**config.mk**
```make
export PLATFORM = sky130hd
export DESIGN_NAME = nand_seq
export DESIGN_NICKNAME = d
export VERILOG_FILES = /design/src/rtl/nand_seq_pkg.sv /design/src/rtl/nand_seq_cfg.sv /design/src/rtl/nand_seq_fsm.sv /design/src/rtl/nand_seq_pins.sv /design/src/rtl/nand_seq.sv
export SDC_FILE = /design/constraint.sdc
export NUM_CORES = 1
export LEC_CHECK = 0
export BUFFER_PORTS_ARGS = -buffer_cell sky130_fd_sc_hd__buf_2
export CELL_PAD_IN_SITES_DETAIL_PLACEMENT = 1
export CELL_PAD_IN_SITES_GLOBAL_PLACEMENT = 2
export CORE_ASPECT_RATIO = 2
export CORE_MARGIN = 3
export CORE_UTILIZATION = 33
export CTS_CLUSTER_DIAMETER = 60
export DETAILED_ROUTE_END_ITERATION = 7
export GPL_TIMING_DRIVEN = 0
export MAX_ROUTING_LAYER = met4
export PLACE_DENSITY = 0.87
export SKIP_CTS_REPAIR_TIMING = 1
export SLEW_MARGIN = 10
export SYNTH_ARGS = -nofsm -noshare
export SYNTH_HDL_FRONTEND = slang
export SYNTH_SLANG_ARGS = --single-unit
```
**constraint.sdc**
```tcl
create_clock -name clk -period 4.8 [get_ports clk]
set_input_delay 0.48 -clock clk [delete_from_list [all_inputs] [get_ports clk]]
set_output_delay 0.48 -clock clk [all_outputs]
set_load 0.02 [all_outputs]
```
**src/rtl/nand_seq_pkg.sv**
```systemverilog
package nand_seq_pkg;

  typedef enum logic [1:0] {
    KIND_CMD   = 2'd0,
    KIND_ADDR  = 2'd1,
    KIND_READ  = 2'd2,
    KIND_WRITE = 2'd3
  } kind_e;

  typedef enum logic [2:0] {
    PH_IDLE   = 3'd0,
    PH_SETUP  = 3'd1,
    PH_TURN   = 3'd2,
    PH_STROBE = 3'd3,
    PH_HOLD   = 3'd4
  } phase_e;

endpackage

```
**src/rtl/nand_seq_cfg.sv**
```systemverilog
module nand_seq_cfg
  import nand_seq_pkg::*;
#(
  parameter int DATA_W = 8,
  parameter int CNT_W  = 8,
  parameter int DLY_W  = 4,
  parameter int BANK_W = 2
) (
  input  logic              clk,
  input  logic              rst_n,
  input  logic              load,
  input  kind_e             kind_in,
  input  logic [DATA_W-1:0] word_in,
  input  logic [BANK_W-1:0] bank_in,
  input  logic [DLY_W-1:0]  cle_re_in,
  input  logic [DLY_W-1:0]  ale_re_in,
  input  logic [CNT_W-1:0]  hold_in,
  input  logic [CNT_W-1:0]  strobe_in,
  output kind_e             kind_q,
  output logic [DATA_W-1:0] word_q,
  output logic [BANK_W-1:0] bank_q,
  output logic [CNT_W-1:0]  hold_q,
  output logic [CNT_W-1:0]  strobe_q,
  output logic              turn_en_q,
  output logic [DLY_W-1:0]  turn_len_q
);

  kind_e prev_kind_q;
  logic  prev_valid_q;
  logic  after_cmd, after_addr;

  assign after_cmd  = prev_valid_q && (prev_kind_q == KIND_CMD);
  assign after_addr = prev_valid_q && (prev_kind_q == KIND_ADDR);

  always_ff @(posedge clk or negedge rst_n) begin
    if (!rst_n) begin
      kind_q       <= KIND_CMD;
      word_q       <= '0;
      bank_q       <= '0;
      hold_q       <= '0;
      strobe_q     <= '0;
      turn_en_q    <= 1'b0;
      turn_len_q   <= '0;
      prev_kind_q  <= KIND_CMD;
      prev_valid_q <= 1'b0;
    end else if (load) begin
      kind_q       <= kind_in;
      word_q       <= word_in;
      bank_q       <= bank_in;
      hold_q       <= hold_in;
      strobe_q     <= strobe_in;
      turn_en_q    <= (kind_in == KIND_READ) && (after_cmd || after_addr);
      turn_len_q   <= after_cmd ? cle_re_in : ale_re_in;
      prev_kind_q  <= kind_in;
      prev_valid_q <= 1'b1;
    end
  end

endmodule

```
**src/rtl/nand_seq_fsm.sv**
```systemverilog
module nand_seq_fsm
  import nand_seq_pkg::*;
#(
  parameter int CNT_W = 8,
  parameter int DLY_W = 4
) (
  input  logic             clk,
  input  logic             rst_n,
  input  logic             load,
  input  logic [CNT_W-1:0] setup_in,
  input  logic             turn_en,
  input  logic [DLY_W-1:0] turn_len,
  input  logic [CNT_W-1:0] strobe_len,
  input  logic [CNT_W-1:0] hold_len,
  input  logic             wait_n,
  output phase_e           phase,
  output logic             strobe_end,
  output logic             done
);

  logic [CNT_W-1:0] cnt_q;
  logic             cnt_zero;

  assign cnt_zero   = (cnt_q == '0);
  assign strobe_end = (phase == PH_STROBE) && cnt_zero && wait_n;

  always_ff @(posedge clk or negedge rst_n) begin
    if (!rst_n) begin
      phase <= PH_IDLE;
      cnt_q <= '0;
      done  <= 1'b0;
    end else begin
      done <= 1'b0;
      unique case (phase)
        PH_IDLE: begin
          if (load) begin
            phase <= PH_SETUP;
            cnt_q <= setup_in;
          end
        end
        PH_SETUP: begin
          if (!cnt_zero) begin
            cnt_q <= cnt_q - 1'b1;
          end else if (turn_en) begin
            phase <= PH_TURN;
            cnt_q <= CNT_W'(turn_len);
          end else begin
            phase <= PH_STROBE;
            cnt_q <= strobe_len;
          end
        end
        PH_TURN: begin
          if (!cnt_zero) begin
            cnt_q <= cnt_q - 1'b1;
          end else begin
            phase <= PH_STROBE;
            cnt_q <= strobe_len;
          end
        end
        PH_STROBE: begin
          if (!cnt_zero) begin
            cnt_q <= cnt_q - 1'b1;
          end else if (wait_n) begin
            phase <= PH_HOLD;
            cnt_q <= hold_len;
          end
        end
        PH_HOLD: begin
          if (!cnt_zero) begin
            cnt_q <= cnt_q - 1'b1;
          end else begin
            phase <= PH_IDLE;
            done  <= 1'b1;
          end
        end
        default: phase <= PH_IDLE;
      endcase
    end
  end

endmodule

```
**src/rtl/nand_seq_pins.sv**
```systemverilog
module nand_seq_pins
  import nand_seq_pkg::*;
#(
  parameter int DATA_W = 8,
  parameter int CNT_W  = 8,
  parameter int BANKS  = 4,
  parameter int BANK_W = 2
) (
  input  logic              clk,
  input  logic              rst_n,
  input  logic              load,
  input  kind_e             kind_in,
  input  logic [CNT_W-1:0]  hiz_in,
  input  phase_e            phase,
  input  logic              strobe_end,
  input  kind_e             kind_q,
  input  logic [DATA_W-1:0] word_q,
  input  logic [BANK_W-1:0] bank_q,
  input  logic [DATA_W-1:0] dq_in,
  output logic [BANKS-1:0]  ce_n,
  output logic              cle,
  output logic              ale,
  output logic              re_n,
  output logic              we_n,
  output logic [DATA_W-1:0] dq_out,
  output logic              dq_oe,
  output logic [DATA_W-1:0] rd_q
);

  logic             active;
  logic             is_read;
  logic [CNT_W-1:0] hiz_left_q;

  assign active  = (phase != PH_IDLE);
  assign is_read = (kind_q == KIND_READ);

  for (genvar b = 0; b < BANKS; b++) begin : g_ce
    assign ce_n[b] = !(active && (bank_q == BANK_W'(b)));
  end

  assign cle    = active && (kind_q == KIND_CMD);
  assign ale    = active && (kind_q == KIND_ADDR);
  assign we_n   = !((phase == PH_STROBE) && !is_read);
  assign re_n   = !((phase == PH_STROBE) && is_read);
  assign dq_oe  = active && !is_read && (hiz_left_q == '0);
  assign dq_out = word_q;

  always_ff @(posedge clk or negedge rst_n) begin
    if (!rst_n) begin
      hiz_left_q <= '0;
    end else if (load) begin
      hiz_left_q <= (kind_in == KIND_READ) ? '0 : hiz_in;
    end else if (active && (hiz_left_q != '0)) begin
      hiz_left_q <= hiz_left_q - 1'b1;
    end
  end

  always_ff @(posedge clk or negedge rst_n) begin
    if (!rst_n) begin
      rd_q <= '0;
    end else if (strobe_end && is_read) begin
      rd_q <= dq_in;
    end
  end

endmodule

```
**src/rtl/nand_seq.sv**
```systemverilog
module nand_seq
  import nand_seq_pkg::*;
#(
  parameter int DATA_W = 8,
  parameter int CNT_W  = 8,
  parameter int DLY_W  = 4,
  parameter int BANKS  = 4,
  parameter int BANK_W = $clog2(BANKS)
) (
  input  logic              clk,
  input  logic              rst_n,
  input  logic              req_valid,
  output logic              req_ready,
  input  logic [1:0]        req_kind,
  input  logic [DATA_W-1:0] req_word,
  input  logic [BANK_W-1:0] req_bank,
  input  logic [DLY_W-1:0]  cfg_cle_re,
  input  logic [DLY_W-1:0]  cfg_ale_re,
  input  logic [CNT_W-1:0]  cfg_hiz,
  input  logic [CNT_W-1:0]  cfg_hold,
  input  logic [CNT_W-1:0]  cfg_strobe,
  input  logic [CNT_W-1:0]  cfg_setup,
  output logic              busy,
  output logic              done,
  output logic [DATA_W-1:0] rd_data,
  output logic [BANKS-1:0]  nand_ce_n,
  output logic              nand_cle,
  output logic              nand_ale,
  output logic              nand_re_n,
  output logic              nand_we_n,
  input  logic              nand_wait_n,
  input  logic [DATA_W-1:0] nand_dq_in,
  output logic [DATA_W-1:0] nand_dq_out,
  output logic              nand_dq_oe
);

  phase_e            phase;
  logic              load;
  logic              strobe_end;
  kind_e             kind_in;
  kind_e             kind_q;
  logic [DATA_W-1:0] word_q;
  logic [BANK_W-1:0] bank_q;
  logic [CNT_W-1:0]  hold_q;
  logic [CNT_W-1:0]  strobe_q;
  logic              turn_en_q;
  logic [DLY_W-1:0]  turn_len_q;

  assign kind_in   = kind_e'(req_kind);
  assign busy      = (phase != PH_IDLE);
  assign req_ready = !busy;
  assign load      = req_valid && req_ready;

  nand_seq_cfg #(
    .DATA_W(DATA_W), .CNT_W(CNT_W), .DLY_W(DLY_W), .BANK_W(BANK_W)
  ) cfg_i (
    .clk       (clk),
    .rst_n     (rst_n),
    .load      (load),
    .kind_in   (kind_in),
    .word_in   (req_word),
    .bank_in   (req_bank),
    .cle_re_in (cfg_cle_re),
    .ale_re_in (cfg_ale_re),
    .hold_in   (cfg_hold),
    .strobe_in (cfg_strobe),
    .kind_q    (kind_q),
    .word_q    (word_q),
    .bank_q    (bank_q),
    .hold_q    (hold_q),
    .strobe_q  (strobe_q),
    .turn_en_q (turn_en_q),
    .turn_len_q(turn_len_q)
  );

  nand_seq_fsm #(
    .CNT_W(CNT_W), .DLY_W(DLY_W)
  ) fsm_i (
    .clk       (clk),
    .rst_n     (rst_n),
    .load      (load),
    .setup_in  (cfg_setup),
    .turn_en   (turn_en_q),
    .turn_len  (turn_len_q),
    .strobe_len(strobe_q),
    .hold_len  (hold_q),
    .wait_n    (nand_wait_n),
    .phase     (phase),
    .strobe_end(strobe_end),
    .done      (done)
  );

  nand_seq_pins #(
    .DATA_W(DATA_W), .CNT_W(CNT_W), .BANKS(BANKS), .BANK_W(BANK_W)
  ) pins_i (
    .clk       (clk),
    .rst_n     (rst_n),
    .load      (load),
    .kind_in   (kind_in),
    .hiz_in    (cfg_hiz),
    .phase     (phase),
    .strobe_end(strobe_end),
    .kind_q    (kind_q),
    .word_q    (word_q),
    .bank_q    (bank_q),
    .dq_in     (nand_dq_in),
    .ce_n      (nand_ce_n),
    .cle       (nand_cle),
    .ale       (nand_ale),
    .re_n      (nand_re_n),
    .we_n      (nand_we_n),
    .dq_out    (nand_dq_out),
    .dq_oe     (nand_dq_oe),
    .rd_q      (rd_data)
  );

endmodule

```
==> results.yml <==
synth:
  synth_ff_type: "dfrtp_1"
  syn_area_mm2: 0.00329
  synth_cells: 376
  ys_ff_latch: 62
  synth_cell_types: 53
  syn_nets: 443
  yosysSeqAreaShare_pct: 47.1
  synth-edff-count: 0
  yosysWarningCount: 0
  ys_async_sr_fraction_pct: 100
  syn_avg_cell_area_um2: 8.76
setup_path:
  required_ns: 4.32
  r2r_slack_ns: 2.40
  cp-start-kind: "flip-flop"
  crit_arrival_ns: 2.18
  endpoint_kind: "primary output"
  path_class: "reg -> out"
  path_max_fanout: 10
  r2r-start: "pins_i.hiz_left_q[4]"
  rr_endpoint: "pins_i.hiz_left_q[6]"
  reg2reg_depth: 6
power_and_ir_drop:
  finalPower_uw: 2400
  power.static_leakage_uw: 0.00208
  max-vdd-ir-drop_uv: 276
  power_density_mw_per_mm2: 567
global_route:
  grt_first_pass_wirelength_um: 17200
  grt_max_degree: 63
  overflow: 0
  antenna_found_initial: 0
  grt_pass1_vias: 3475
  grt_usage_pct: 20.5
clocking:
  cts_inserted_buffers: 9
  cts_tree: "built"
  clkTransAtPathRegs_ns: 0.05
  root_buffer: "clkbuf_16"
  htree_levels: 3
  clk_path_buf_depth: 2
  clock_latency_ns: 0.34
  cts_sinks: 62
final_layout:
  drive_above_1_share_pct: 27.1
  num_antenna_cells: 0
  fin_nets: 545
  area_delta_synth_final_pct: 28.7
hold_path:
  min_path_type: "in -> async"
timing:
  clock.fmax_mhz: 376
  min_period_ns: 2.66
  rsz0062_at_grt: "false"
  final-hold-violation-count: 0
  final.setup.tns_ns: 0
  layout_setup_ws_ns: 2.14
  worst_pin_slew_ns: 0.824
  min_period_over_period_pct: 55.4
  setup_viol: 0
  slew_headroom_pct: 45.1
  slew_viol_final: 0
  fin_skew_ns: 0.00644
placement:
  numPortBuffers: 91
  place_ws_ns: 2.44
  dp_hpwl_um: 8430
  globalplace.congestion: 0.879
outcome:
  status: "finished, final reports clean"
routing:
  drc: 0
  vias: 3179
  wl_um: 10700
  first_iter_violations: 97
  wl_per_cell_um: 17.4
  postRouteAntennaNets: 0
  viasPerCell: 5.17
  drt_pass1_iterations: 4
die:
  rows: 51
  core_area_mm2: 0.00976
  die_h_um: 147
  start_util_pct: 33.7
  die_w_um: 76.6
  top_level_ports: 92
  die-area_mm2: 0.0113
run:
  maxCapViolCount: 0
## worst max-delay path, stage by stage (launching register included)
cell	delay, ns
dfrtp_1	0.43
or3_1	0.35
buf_2	0.21
inv_1	0.13
clkbuf_1	0.39
or3_1	0.17
buf_2	0.16
## synth_stat cells, drive strengths merged, types with 3 or more instances
cell	count	area share, %
nor3	6	1.3
buf	8	1.3
nor2	20	2.3
nor3b	3	0.68
o21ai	29	4.4
nand2b	4	0.76
ha	3	1.1
mux2	11	3.8
a31oi	6	1.1
nand2	102	12
or3	4	0.76
clkbuf	13	1.5
mux2i	8	2.4
nor4	3	0.76
and2	3	0.57
nand3	6	0.91
nor2b	6	1.1
a21oi	15	2.3
a311oi	4	1.1
nand4	3	1.0
dfrtp	62	47
inv	13	1.5
o211ai	4	0.91
a22oi	8	1.8
a211oi	3	0.68
## metal layers
| layer | global-route usage (%) | wire [um] |
|---|---|---|
| met2 | 38.2 | 6010 |
| met4 | 12.5 | 597 |
| met5 | - | 0 |
| met3 | 4.17 | 426 |
| met1 | 18.5 | 3640 |
## area by class of cell
| type | instances | area (um^2) |
|---|---|---|
| Buffer | 21 | 92.6 |
| Sequential cell | 62 | 1550 |
| Clock buffer | 12 | 267 |
| Multi-Input combinational cell | 280 | 1600 |
| Fill cell | 1173 | 5530 |
| Timing Repair Buffer | 91 | 458 |
| Tap cell | 132 | 165 |
| Inverter | 13 | 48.8 |
| Clock inverter | 4 | 53.8 |
## state kept, by name, indices dropped and copies added, names as in the netlist
signal and flops:
fsm_i.phase 3, cfg_i.turn_en_q 1, cfg_i.prev_valid_q 1, cfg_i.bank_q 2
cfg_i.strobe_q 8, fsm_i.done 1, cfg_i.kind_q 2, pins_i.hiz_left_q 8
cfg_i.hold_q 8, cfg_i.word_q 8, fsm_i.cnt_q 8, pins_i.rd_q 8
cfg_i.turn_len_q 4
## worst max-delay path by stage
| stage | start | to | slack (ns) |
|---|---|---|---|
| 6_report | fsm_i.phase[1] | nand_ce_n[0] | 2.14 |
| 5_1_grt | fsm_i.phase[1] | nand_ce_n[0] | 1.99 |
| 4_1_cts | fsm_i.phase[1] | nand_ce_n[1] | 2.13 |
| 3_5_place_dp | pins_i.hiz_left_q[4] | pins_i.hiz_left_q[6] | 2.44 |
| 3_3_place_gp | pins_i.hiz_left_q[4] | pins_i.hiz_left_q[6] | 2.48 |
| 2_1_floorplan | fsm_i.phase[1] | nand_ce_n[0] | 2.63 |
## cell families (layout without fill, tap and decap cells)
group / after synthesis / in the layout / synth area share (%)
simple gates: 170 / 170 / 24.2
compound gates: 88 / 88 / 17.1
flops: 62 / 62 / 47.1
buf+inv: 34 / 141 / 4.30
mux: 19 / 19 / 6.20
fa+ha+maj: 3 / 3 / 1.14
## per-stage QoR
step / instances / instance area (um^2) / hold WS (ns) / utilization [%]
after global placement: 599 / 3910 / 0.455 / 40.1
final: 615 / 4240 / 0.233 / 43.4
after global routing: 615 / 4240 / 0.302 / 43.4
after detailed placement: 599 / 3920 / 0.461 / 40.1
after floorplan: 376 / 3290 / 0.184 / -
after CTS: 615 / 4240 / 0.270 / 43.4
## placed cells by master (no fill, tap or decap), drive strengths merged, types with 6 or more instances in the layout
cell type	netlist	routed
nand2	102	102
buf	8	99
dfrtp	62	62
o21ai	29	29
clkbuf	13	25
nor2	20	20
a21oi	15	15
inv	13	13
mux2	11	11
mux2i	8	8
a22oi	8	8
nand3	6	6
nor2b	6	6
a31oi	6	6
nor3	6	6
## report_power, final
part | total, uW | leakage, uW | switching, uW | internal, uW
clock network | 685 | 0.000151 | 241 | 445
logic | 837 | 0.00115 | 505 | 333
registers | 880 | 0.000782 | 164 | 717
Note: power is estimated with default switching activity, not from simulation.
